### src/rtl/gpio_port_bank.sv
`timescale 1ns/1ps
module gpio_port_bank #(
  parameter int NPIN = 32,
  parameter int AW   = 4
) (
  input  logic              clk,
  input  logic              rst_n,
  input  logic [AW-1:0]     bus_addr,
  input  logic [NPIN-1:0]   bus_wdata,
  input  logic              bus_we,
  output logic [NPIN-1:0]   bus_rdata,
  input  logic [NPIN-1:0]   pin_in,
  input  logic [3*NPIN-1:0] per_out,
  input  logic [3*NPIN-1:0] per_oe,
  output logic [NPIN-1:0]   pad_out,
  output logic [NPIN-1:0]   pad_oe,
  output logic [NPIN-1:0]   pad_pu_en
);
  localparam logic [AW-1:0] A_DATA = AW'(0);
  localparam logic [AW-1:0] A_SET  = AW'(1);
  localparam logic [AW-1:0] A_CLR  = AW'(2);
  localparam logic [AW-1:0] A_TGL  = AW'(3);
  localparam logic [AW-1:0] A_DIR  = AW'(4);
  localparam logic [AW-1:0] A_PUD  = AW'(5);
  localparam logic [AW-1:0] A_FLO  = AW'(6);
  localparam logic [AW-1:0] A_FHI  = AW'(7);
  localparam logic [AW-1:0] A_OPEN = AW'(14);
  localparam logic [AW-1:0] A_SHUT = AW'(15);

  logic [NPIN-1:0]   latch_q, dir_q, pud_q, sync1_q, sync2_q;
  logic [2*NPIN-1:0] func_q;
  logic              unlocked_q;

  always_ff @(posedge clk or negedge rst_n) begin
    if (!rst_n) begin
      sync1_q <= '0;
      sync2_q <= '0;
    end else begin
      sync1_q <= pin_in;
      sync2_q <= sync1_q;
    end
  end

  always_ff @(posedge clk or negedge rst_n) begin
    if (!rst_n) begin
      latch_q    <= '0;
      dir_q      <= '0;
      pud_q      <= '0;
      func_q     <= '0;
      unlocked_q <= 1'b0;
    end else if (bus_we) begin
      case (bus_addr)
        A_DATA: latch_q <= bus_wdata;
        A_SET:  latch_q <= latch_q | bus_wdata;
        A_CLR:  latch_q <= latch_q & ~bus_wdata;
        A_TGL:  latch_q <= latch_q ^ bus_wdata;
        A_DIR:  if (unlocked_q) dir_q <= bus_wdata;
        A_PUD:  if (unlocked_q) pud_q <= bus_wdata;
        A_FLO:  if (unlocked_q) func_q[NPIN-1:0] <= bus_wdata;
        A_FHI:  if (unlocked_q) func_q[2*NPIN-1:NPIN] <= bus_wdata;
        A_OPEN: unlocked_q <= 1'b1;
        A_SHUT: unlocked_q <= 1'b0;
        default: ;
      endcase
    end
  end

  always_comb begin
    case (bus_addr)
      A_DATA:  bus_rdata = sync2_q;
      A_DIR:   bus_rdata = dir_q;
      A_PUD:   bus_rdata = pud_q;
      A_FLO:   bus_rdata = func_q[NPIN-1:0];
      A_FHI:   bus_rdata = func_q[2*NPIN-1:NPIN];
      default: bus_rdata = '0;
    endcase
  end

  assign pad_pu_en = ~pud_q;

  for (genvar i = 0; i < NPIN; i++) begin : g_pin
    logic [1:0] sel;
    assign sel = func_q[2*i +: 2];
    always_comb begin
      case (sel)
        2'd1:    begin pad_out[i] = per_out[i];          pad_oe[i] = per_oe[i];          end
        2'd2:    begin pad_out[i] = per_out[NPIN+i];     pad_oe[i] = per_oe[NPIN+i];     end
        2'd3:    begin pad_out[i] = per_out[2*NPIN+i];   pad_oe[i] = per_oe[2*NPIN+i];   end
        default: begin pad_out[i] = latch_q[i];          pad_oe[i] = dir_q[i];           end
      endcase
    end
  end
endmodule

### config.mk
export PLATFORM = sky130hd
export DESIGN_NAME = gpio_port_bank
export DESIGN_NICKNAME = d
export VERILOG_FILES = /design/src/rtl/gpio_port_bank.sv
export SDC_FILE = /design/constraint.sdc
export NUM_CORES = 1
export LEC_CHECK = 0
export BUFFER_PORTS_ARGS = -buffer_cell sky130_fd_sc_hd__buf_2
export CAP_MARGIN = 5
export CORE_MARGIN = 4
export CORE_UTILIZATION = 45
export CTS_CLUSTER_DIAMETER = 200
export DETAILED_ROUTE_END_ITERATION = 10
export PLACE_DENSITY = 0.68
export SYNTH_ARGS = -nofsm -noshare
export SYNTH_HDL_FRONTEND = slang
export SYNTH_SLANG_ARGS = --single-unit
### constraint.sdc
create_clock -name clk -period 3.2 [get_ports clk]
set_clock_uncertainty 0.05 [all_clocks]
set_input_delay 0.64 -clock clk [delete_from_list [all_inputs] [get_ports clk]]
set_output_delay 0.64 -clock clk [all_outputs]
set_load 0.03 [all_outputs]
==> impl_metrics.tcl <==
set metrics [dict create \
    post-route-util_pct 59.0 \
    cts_resized 0 \
    cts_buffer_depth 3 \
    grt_max_degree 77 \
    grt_antenna_before_repair 2 \
    ys_seq_area_share_pct 46.2 \
    viasPerCell 5.73 \
    worstMarginPinSlew_ps 625 \
    place.gp.congestion 0.792 \
    setup_ws_ps 410 \
    drt.antenna.violating_nets 0 \
    min_path_type "in2async" \
    syn-mean-instance-area_um2 14.1 \
    cts.sinks 225 \
    synth_area_mm2 0.0122 \
    setup_tns_ps 0 \
    ys_top_cells_by_area "dfrtp_1 46%, mux4_2 19%, mux2_2 9.1%" \
    gr-total-overflow 0 \
    yosysWarnings 0 \
    drc 0 \
    synth_top_area_share_pct 46.2 \
    routed_wl_um 37200 \
    synth_top_cell_by_area "dfrtp_1" \
    reg2reg_from "unlocked_q" \
    track_usage_pct 24.4 \
    synth_cell_type_count 35 \
    rows 59 \
    io_buffer_count 390 \
    route.vias.total 9220 \
    pin_count 391 \
    grt_pass1_wl_um 57400 \
    post-route-min-period_ps 2790 \
    cts_setup_buffers 0 \
    drt-initial-drc-count 631 \
    synth_flop_cell "dfrtp_1" \
    fin_nets 1582 \
    cts-root-buf "clkbuf_16" \
    maxCapViolCount 0 \
    synthArstFlopShare_pct 100 \
    drt_first_pass_iters 4 \
    detail_route.wl_per_cell_um 23.1 \
    critPathArrivalTime_ps 2100 \
    power.leakage_nw 7.65 \
    die_area_mm2 0.0298 \
    status "complete, no violations" \
    crit_start "bus_addr[1]" \
    slew_viol_final 0 \
    synthCells 867 \
    power_density_mw_per_mm2 648 \
    pre_cts_ws_ps 422 \
    ctsHtreeMaxLevel 1 \
    ff2ff_path_depth 4 \
    rr_endpoint "func_q[37]" \
    fmaxAchievable_mhz 358 \
    synth-edff-count 0 \
    fp.dieH_um 173 \
    postCtsHoldBufs 0 \
    reg2reg_slack_ps 1270 \
    crit_path_start_kind "input port" \
    finalSetupViolCount 0 \
    drive_gt1_share_pct 54.4 \
    synth_seq_cells 225 \
    rsz0062_at_grt "no" \
    cts_buffers 25 \
    path_class "in2out" \
    end_kind "primary output" \
    die_x_um 173 \
    first_global_vias 9853 \
    required_ps 2510 \
    synth_fp_nets 1194 \
    cp_max_fo 18 \
    ir_worst_vdd_uv 412 \
    area_growth_pct 27.6 \
    final.period_utilization_pct 87.2 \
    clk_pin_slew_ps 60 \
    insertion_delay_ps 510 \
    coreArea_mm2 0.0264 \
    initial_core_util_pct 46.2 \
    cts_tree "done" \
    final_hold_viol_count 0 \
    whs_ps 36.6 \
    place_hpwl_um 27700 \
    maxSlewHeadroom_pct 58.3 \
]
==> through the flow <==
| step | cell area, um^2 | instances | total power, W |
|---|---|---|---|
| floorplan | 12200 | 867 | 0.00593 |
| global placement | 14700 | 1563 | 0.00698 |
| detailed placement | 14700 | 1563 | 0.00705 |
| CTS | 15500 | 1608 | 0.0102 |
| global route | 15500 | 1608 | 0.0106 |
| finish | 15500 | 1609 | 0.0101 |
==> cells in the mapped netlist (all sizes together) (3+ instances only) <==
master,number
a2111oi,4
a211oi,13
a21bo,13
a21oi,13
a221oi,6
a22o,32
a311oi,3
and3,4
buf,28
clkbuf,25
dfrtp,225
ha,64
inv,103
mux2,102
mux2i,32
mux4,102
nor2,4
nor2b,4
nor3b,15
o21ai,27
o22ai,26
or3b,13
==> worst max-delay path, stage by stage <==
cell	delay (ps)
buf_4	220
or2_2	370
nor2_4	120
buf_4	270
a22o_1	240
buf_2	220
==> registers in the layout, indices dropped and copies added (netlist names) <==
register and cells:
latch_q 32, func_q 64, dir_q 32, sync2_q 32, unlocked_q 1, sync1_q 32, pud_q 32
==> metal layers <==
layer | vias to the layer above | track usage [%] | share of wire [%] | wire, um
li1 | 4037 | - | - | -
met2 | 353 | 43.1 | 51 | 18900
met1 | 4775 | 31.8 | 41 | 15200
met4 | 4 | 4.89 | 1.7 | 651
met3 | 51 | 4.89 | 6.7 | 2490
met5 | - | 0 | 0.059 | 22
==> worst max path at each step <==
stage,endpoint,cells past startpoint
after floorplan,bus_rdata[16],5
after global placement,bus_rdata[12],6
after detailed placement,bus_rdata[15],5
after CTS,bus_rdata[11],6
after global routing,bus_rdata[11],6
final,bus_rdata[11],6
==> where the power goes <==
group / total, W / internal, W / leakage, nW / switching, W
clock: 0.00309 / 0.00194 / 0.439 / 0.00115
sequential: 0.00388 / 0.00331 / 2.73 / 0.000570
combinational: 0.00311 / 0.00143 / 4.49 / 0.00169
total: 0.0101 / 0.00667 / 7.65 / 0.00341
==> cell type report <==
type	instances	area (um^2)
fill	2170	10800
clock buffer	37	751
inverter	103	387
multi-input combinational	486	5970
antenna	1	2.50
tap	335	419
clock inverter	8	143
sequential	225	5630
timing repair buffer	414	2250
==> cell families (layout without fill, tap and decap cells) <==
| logic type | count (synthesis) | after routing | synth area share (%) |
|---|---|---|---|
| flops | 225 | 225 | 46.2 |
| other cells | 0 | 1 | 0 |
| mux | 236 | 236 | 30.9 |
| buf+inv | 156 | 562 | 5.24 |
| simple gates | 49 | 49 | 3.00 |
| compound gates | 137 | 137 | 8.08 |
| fa+ha+maj | 64 | 64 | 6.57 |
==> cells in the final DEF (no fill, tap or decap), types with 2 or more instances in the layout <==
cell         n
buf_2      387
dfrtp_1    225
inv_1      103
mux4_2     102
mux2_2      99
ha_1        64
a22o_1      32
mux2i_1     32
o21ai_0     27
o22ai_1     26
clkbuf_16   25
buf_4       18
a21bo_2     13
or3b_2      13
nor3b_1     13
a211oi_1    13
a21oi_1     13
clkbuf_8     8
buf_12       8
a221oi_1     6
and3_1       4
a2111oi_0    4
clkbuf_1     4
bufinv_16    4
nor2_4       3
mux2_1       3
nor2b_1      3
a311oi_1     3
clkinv_2     3
or2_2        2
nand2_1      2
Note: power is estimated with default switching activity, not from simulation.
